File: src/rtl/vmon_pkg.sv
package vmon_pkg;

    // Configuration word held by the block
    typedef struct packed {
        logic pwr_off;   // 1: monitor powered down
        logic rst_off;   // 1: reset request inhibited (polled only)
        logic stop_en;   // 1: keep running in stop mode
        logic hi_sel;    // level select
    } vmon_cfg_t;

    typedef enum logic {
        LVL_LOW  = 1'b0,
        LVL_HIGH = 1'b1
    } vmon_lvl_e;

    localparam int unsigned NUM_LEVELS = 2;
    localparam vmon_cfg_t   CFG_DEFAULT = '{pwr_off: 1'b0, rst_off: 1'b0,
                                            stop_en: 1'b0, hi_sel: 1'b0};

    // Monitor runs when powered and not parked by stop mode
    function automatic logic monitor_active(input vmon_cfg_t c, input logic stop);
        return !c.pwr_off && (!stop || c.stop_en);
    endfunction

    function automatic vmon_lvl_e level_of(input vmon_cfg_t c);
        return c.hi_sel ? LVL_HIGH : LVL_LOW;
    endfunction

endpackage

File: src/rtl/vmon_cfg_reg.sv
module vmon_cfg_reg
    import vmon_pkg::*;
(
    input  logic      clk,
    input  logic      rst,
    input  logic      we,
    input  vmon_cfg_t cfg_d,
    output vmon_cfg_t cfg_q
);
    always_ff @(posedge clk) begin
        if (rst)
            cfg_q <= CFG_DEFAULT;
        else if (we)
            cfg_q <= cfg_d;
    end
endmodule

File: src/rtl/vmon_thresh.sv
module vmon_thresh
    import vmon_pkg::*;
#(
    parameter int unsigned CODE_W  = 10,
    parameter int unsigned LO_FALL = 200,
    parameter int unsigned LO_RISE = 240,
    parameter int unsigned HI_FALL = 400,
    parameter int unsigned HI_RISE = 440
) (
    input  vmon_lvl_e         level,
    output logic [CODE_W-1:0] fall,
    output logic [CODE_W-1:0] rise
);
    localparam int unsigned FALL_TAB [NUM_LEVELS] = '{LO_FALL, HI_FALL};
    localparam int unsigned RISE_TAB [NUM_LEVELS] = '{LO_RISE, HI_RISE};

    logic [CODE_W-1:0] fall_lvl [NUM_LEVELS];
    logic [CODE_W-1:0] rise_lvl [NUM_LEVELS];

    for (genvar i = 0; i < NUM_LEVELS; i++) begin : g_lvl
        localparam int unsigned F = FALL_TAB[i];
        localparam int unsigned R = RISE_TAB[i];
        assign fall_lvl[i] = F[CODE_W-1:0];
        assign rise_lvl[i] = R[CODE_W-1:0];
    end

    always_comb begin
        fall = fall_lvl[int'(level)];
        rise = rise_lvl[int'(level)];
    end
endmodule

File: src/rtl/vmon_hyst.sv
module vmon_hyst #(
    parameter int unsigned CODE_W = 10
) (
    input  logic              clk,
    input  logic              rst,
    input  logic              active,
    input  logic              req_en,
    input  logic [CODE_W-1:0] code,
    input  logic [CODE_W-1:0] fall,
    input  logic [CODE_W-1:0] rise,
    output logic              trip_q,
    output logic              req_q
);
    logic trip_d;

    always_comb begin
        if (!active)
            trip_d = 1'b0;
        else if (code <= fall)
            trip_d = 1'b1;
        else if (code >= rise)
            trip_d = 1'b0;
        else
            trip_d = trip_q;
    end

    always_ff @(posedge clk) begin
        if (rst) begin
            trip_q <= 1'b0;
            req_q  <= 1'b0;
        end else begin
            trip_q <= trip_d;
            req_q  <= trip_d && req_en;
        end
    end
endmodule

File: src/rtl/vmon_ctrl.sv
module vmon_ctrl
    import vmon_pkg::*;
#(
    parameter int unsigned CODE_W  = 10,
    parameter int unsigned LO_FALL = 200,
    parameter int unsigned LO_RISE = 240,
    parameter int unsigned HI_FALL = 400,
    parameter int unsigned HI_RISE = 440
) (
    input  logic              clk,
    input  logic              rst,
    input  logic              cfg_we,
    input  logic              cfg_pwr_off,
    input  logic              cfg_rst_off,
    input  logic              cfg_stop_en,
    input  logic              cfg_hi_sel,
    input  logic              stop_mode,
    input  logic [CODE_W-1:0] vdd_code,
    output logic              low_flag,
    output logic              rst_req
);
    vmon_cfg_t         cfg_d;
    vmon_cfg_t         cfg_q;
    logic [CODE_W-1:0] thr_fall;
    logic [CODE_W-1:0] thr_rise;
    logic              active;
    logic              req_en;

    always_comb begin
        cfg_d.pwr_off = cfg_pwr_off;
        cfg_d.rst_off = cfg_rst_off;
        cfg_d.stop_en = cfg_stop_en;
        cfg_d.hi_sel  = cfg_hi_sel;
        active        = monitor_active(cfg_q, stop_mode);
        req_en        = !cfg_q.rst_off;
    end

    vmon_cfg_reg u_cfg (
        .clk   (clk),
        .rst   (rst),
        .we    (cfg_we),
        .cfg_d (cfg_d),
        .cfg_q (cfg_q)
    );

    vmon_thresh #(
        .CODE_W  (CODE_W),
        .LO_FALL (LO_FALL),
        .LO_RISE (LO_RISE),
        .HI_FALL (HI_FALL),
        .HI_RISE (HI_RISE)
    ) u_thr (
        .level (level_of(cfg_q)),
        .fall  (thr_fall),
        .rise  (thr_rise)
    );

    vmon_hyst #(.CODE_W(CODE_W)) u_hyst (
        .clk    (clk),
        .rst    (rst),
        .active (active),
        .req_en (req_en),
        .code   (vdd_code),
        .fall   (thr_fall),
        .rise   (thr_rise),
        .trip_q (low_flag),
        .req_q  (rst_req)
    );
endmodule

File: config.mk
export PLATFORM = sky130hd
export DESIGN_NAME = vmon_ctrl
export DESIGN_NICKNAME = d
export VERILOG_FILES = /design/src/rtl/vmon_pkg.sv /design/src/rtl/vmon_cfg_reg.sv /design/src/rtl/vmon_thresh.sv /design/src/rtl/vmon_hyst.sv /design/src/rtl/vmon_ctrl.sv
export SDC_FILE = /design/constraint.sdc
export NUM_CORES = 1
export LEC_CHECK = 0
export ABC_AREA = 1
export BUFFER_PORTS_ARGS = -buffer_cell sky130_fd_sc_hd__clkbuf_2
export CAP_MARGIN = 10
export CORE_AREA = 2 2 39 41
export DETAILED_ROUTE_END_ITERATION = 16
export DIE_AREA = 0 0 41 43
export PLACE_DENSITY_LB_ADDON = 0.08
export SYNTH_ARGS = -nofsm -noshare
export SYNTH_HDL_FRONTEND = slang
export SYNTH_SLANG_ARGS = --single-unit
File: constraint.sdc
create_clock -name clk -period 1.7 [get_ports clk]
set_input_delay 0.34 -clock clk [delete_from_list [all_inputs] [get_ports clk]]
set_output_delay 0.34 -clock clk [all_outputs]
set_load 0.005 [all_outputs]
Word level (Yosys, flattened, before mapping)
Cells that the tools add are included.
Widths: inputs -> output; s select.
- flip-flop bits (word level): 6
- output and inout port bits: 2
- logic and storage cells: 26
- reduce and logical (&&, ||, !) cells: 6
- muxes and demuxes: 10
- magnitude comparators: 3
- bitwise logic cells: 1
- operators with widths (cell ; number):
    $mux 10 ; 4
    $ge 32x2->1 const B ; 1
    $not 1->32 ; 1
    $mux 9 ; 2
    $ge 10x10->1 ; 1
    $le 10x10->1 ; 1
    $mux 1 ; 4
    $logic_not 1->1 ; 3
    $logic_and 1x1->1 ; 2
    $logic_or 1x1->1 ; 1

Logic depth before layout (Yosys ltp)
- depth in word-level cells: 10
- depth in mapped cells: 12
- depth with buffers taken out: 12

Modules after synthesis
A second synthesis with hierarchy kept.
- cell total of the unflattened synthesis: 155
- area, all modules: 998.5 µm²
- modules (own cells, without submodules) (module ; cells each ; instances ; area an instance (µm²) ; sequential area each (µm²)):
    vmon_hyst ; 104 ; 1 ; 655.6 ; 40.0
    vmon_cfg_reg ; 26 ; 1 ; 172.7 ; 80.1
    vmon_thresh ; 22 ; 1 ; 153.9 ; 0.0
    vmon_ctrl ; 3 ; 1 ; 16.3 ; 0.0

Worst setup path before layout
Ideal clock, no wire load.
- path type: flip-flop to flip-flop
- from: register, netlist name u_cfg.cfg_q[0]
- to: register u_hyst.trip_q
- path slack: 0.427 ns
- arrival time: 1.163 ns
- period minus slack after synthesis: 1.273 ns
- library setup time: 0.110 ns
- stages on the path, launching flop included: 12
- cells stage by stage: dfxtp_1 inv_1 ha_1 nand2_1 nor2_2 nand2_1 nand2_1 nand2_1 inv_1 nand2_1 nand2_2 inv_1
- longest elaborated chain between the ends: 9
- elaborated cells on any way between the ends: 13
- those cells by class: order compare (2); mux (10); bitwise (1)
- ends and longest elaborated chain (element ; line ; source):
    $mux 1 (*) ; vmon_pkg.sv:26 ; return c.hi_sel ? LVL_HIGH : LVL_LOW;
    $not 1->32 (not written as such) (*) ; vmon_thresh.sv:28, vmon_thresh.sv:29 ;
    $mux 9 (not written as such) ; vmon_thresh.sv:29 ; rise = rise_lvl[int'(level)];
    $mux 10 (not written as such) (2 in series) ; vmon_thresh.sv:29 ;
    $ge 10x10->1 ; vmon_hyst.sv:21 ; else if (code >= rise)
    $mux 1 ; vmon_hyst.sv:21 ;
    $mux 1 (*) ; vmon_hyst.sv:19 ; else if (code <= fall)
    $mux 1 (*) ; vmon_hyst.sv:17 ; if (!active)
    end signal: assignment ; vmon_hyst.sv:32 ; trip_q <= trip_d;
    end: declaration ; vmon_hyst.sv:11 ; output logic trip_q,
Mark *: on every way between the ends. The rest lies on a longest branch, timed or not. The select of a mux whose other input is x is not followed.
A chain may end at the register's enable or synchronous reset.

Worst setup path in the final report
- from: register, netlist name u_cfg.cfg_q[0]
- to: register u_hyst.trip_q
- longest elaborated chain between the ends: 9
- elaborated cells on any way between the ends: 13
- those cells by class: order compare (2); mux (10); bitwise (1)
- ends and longest elaborated chain (element ; line):
    $mux 1 (*) ; vmon_pkg.sv:26
    $not 1->32 (not written as such) (*) ; vmon_thresh.sv:28, vmon_thresh.sv:29
    $mux 9 (not written as such) ; vmon_thresh.sv:29
    $mux 10 (not written as such) (2 in series) ; vmon_thresh.sv:29
    $ge 10x10->1 ; vmon_hyst.sv:21
    $mux 1 ; vmon_hyst.sv:21
    $mux 1 (*) ; vmon_hyst.sv:19
    $mux 1 (*) ; vmon_hyst.sv:17
Marked as above.

==> flow_summary.ini <==
[worst_setup_path]
reg2reg_slack_ns = 0.31
reg2reg_depth = 11
crit_top_cell = nand2_1
crit_chain = inv_1 > ha_1 > nand2_1 > nor2_2 > nand2_1 > nand2_1 > nand2_1 > inv_1 > nand2_1 > nand2_2 > inv_1
critPathSlowestCell = dfxtp_1
crit_type = flop to flop
rr_startpoint = u_cfg.cfg_q[0]
r2r_end = u_hyst.trip_q
critPathRequiredTime_ns = 1.83
cp-end-kind = flop
crit_fanout = 4
start_kind = flop
critPathMaxStageDelay_ns = 0.35
worstPathArrival_ns = 1.52

[logic_synthesis]
ys_top_cells_by_area = dfxtp_1, nand2_1, ha_1
syn-cell-area_sq_um = 412
synth_cells = 61
synth_area_leader_cell = dfxtp_1
synth.distinct_cells = 13
ys_ff_latch = 6
synth_warnings = 0
avgSynthCellArea_sq_um = 6.75
syn_nets = 84
yosysSeqAreaShare = 0.292
synth_top_area_frac = 0.292

[placement]
place.gp.congestion = 0.691
io_buffer_count = 19
dpl_cell_area_sq_um = 527
dp_hpwl_um = 712
dp_slack_ns = 0.299

[routing]
drt-initial-drc-count = 3
via_per_inst = 4.22
ant_nets = 0
met2_wirelength_um = 351
wl_met3_um = 56
wire_per_inst_um = 7.86
topRoutingLayerUsed = met3
drt_pre_antenna_iters = 2
drc = 0
wl_um = 778
vias = 418
wl_met1_um = 371

[worst_hold_path]
whs_path_depth = 3
hold_path_end = u_cfg.cfg_q[2]
hp-start = cfg_rst_off
hold_path_class = primary input to flop

[power]
clockPowerShare = 0.351
p_total_uw = 362
swShare = 0.261
powerDensity_nw_per_um2 = 659
power_frac_seq = 0.426
p_int_uw = 267
net-switching-power_uw = 94.7
power.leakage_uw = 0.000302
combPwrFrac = 0.223
vdd_ir_drop_max_uv = 289

[clock_tree]
cts.clk_slew.worst_paths_ns = 0.04
clock_latency_ns = 0.24
clockRootBuffer = clkbuf_4
cts_setup_buffers = 0
post_cts_resized = 0
cts_hold_buffers = 0
cts.sinks = 6
cts_tree = yes
cts.path.max_buffers = 2
htreeDepth = 1
numCtsBuffers = 3

[final_layout]
final_util = 0.397
final_common_cell = clkbuf_2
final_cell_area_sq_um = 549
num_antenna_cells = 0
final_net_count = 108
drive_gt1_frac = 0.349
syn_to_final_growth_pct = 33.4
layout_common_cells = clkbuf_2, nand2_1, inv_1

[die]
die_x_um = 41
initial_core_util = 0.297
num_rows = 14
fp.dieH_um = 43
die_area_sq_um = 1760
coreArea_sq_um = 1380
ios = 20

[timing]
finalCritPeriodShare = 0.816
clock_skew_ns = 0.00304
setup_viol = 0
worst_slew_pin_slew_ns = 0.167
fmax_ghz = 0.721
final.setup.tns_ns = 0
slew_headroom = 0.888
hold_violations = 0
final-max-slew-violation-count = 0
rsz0062_at_grt = false
period_needed_ns = 1.39
worst_slack_ns = 0.313

[grt]
grt_pass1_wl_um = 1370
antenna_found_initial = 0
grt_max_degree = 7
grtUsageTotal = 0.114
overflow = 0
grt_pass1_vias = 383

[status]
outcome = completed

[flow_run]
maxCapViolations = 0
## power groups by stage
stage / Clock (uW) / Sequential, uW / Combinational [uW]
2_1_floorplan: 0 / 156 / 47.1
3_3_place_gp: 0 / 157 / 83.1
3_5_place_dp: 0 / 157 / 82.4
4_1_cts: 133 / 154 / 82.8
5_1_grt: 142 / 155 / 94.7
6_report: 127 / 154 / 80.9
## routing by layer
metal | GRT usage | vias up
li1 | - | 233
met1 | 0.143 | 173
met2 | 0.169 | 12
met3 | 0.0314 | 0
met4 | 0.0600 | 0
met5 | 0 | -
## worst max-delay path by stage
stage                   startpoint             to  slack [ns]  cells after the start
detailed placement     vdd_code[3]  u_hyst.trip_q        0.30                     11
global route        u_cfg.cfg_q[0]   u_hyst.req_q        0.17                     11
global placement       vdd_code[3]  u_hyst.trip_q        0.30                     11
CTS                 u_cfg.cfg_q[0]  u_hyst.trip_q        0.29                     11
floorplan           u_cfg.cfg_q[0]  u_hyst.trip_q        0.43                     11
finish              u_cfg.cfg_q[0]  u_hyst.trip_q        0.31                     11
## registers in the layout, indices dropped and copies added, names as in the netlist
| signal | cells |
|---|---|
| u_cfg.cfg_q | 4 |
| u_hyst.req_q | 1 |
| u_hyst.trip_q | 1 |
## cells by family after synthesis
| group | share of synthesized area |
|---|---|
| simple gates | 0.337 |
| buf+inv | 0.109 |
| flops | 0.292 |
| compound gates | 0.109 |
| fa+ha+maj | 0.152 |
## cells in the mapped netlist
cell type	number
nand2_1	18
ha_1	5
a211oi_4	1
nand3_1	3
a211oi_1	2
nor3_1	1
nor2_1	7
a21oi_1	2
nor2_2	3
inv_1	10
nand2_2	1
dfxtp_1	6
inv_2	2
## through the flow
step                std cells  hold WS, ns
global route               99        0.339
floorplan                  61        0.402
CTS                        99        0.324
global placement           96        0.416
detailed placement         96        0.422
finish                     99        0.331
## critical path, delay by kind of cell, from the launching register on
kind                       cells  cell delay, ns
adders and majority gates      1            0.30
buffers and inverters          3            0.19
DFF                            1            0.35
and+or+nand+nor                7            0.44
## final cells by class
type                    count  area, sq um
clock buffers               3         22.5
fillers                   164          835
inverters                  12         45.0
multi-input cells          43          246
flip-flops and latches      6          120
well taps                  16         20.0
repair buffers             19         95.1
No activity file was read; power rests on OpenSTA's default activity.
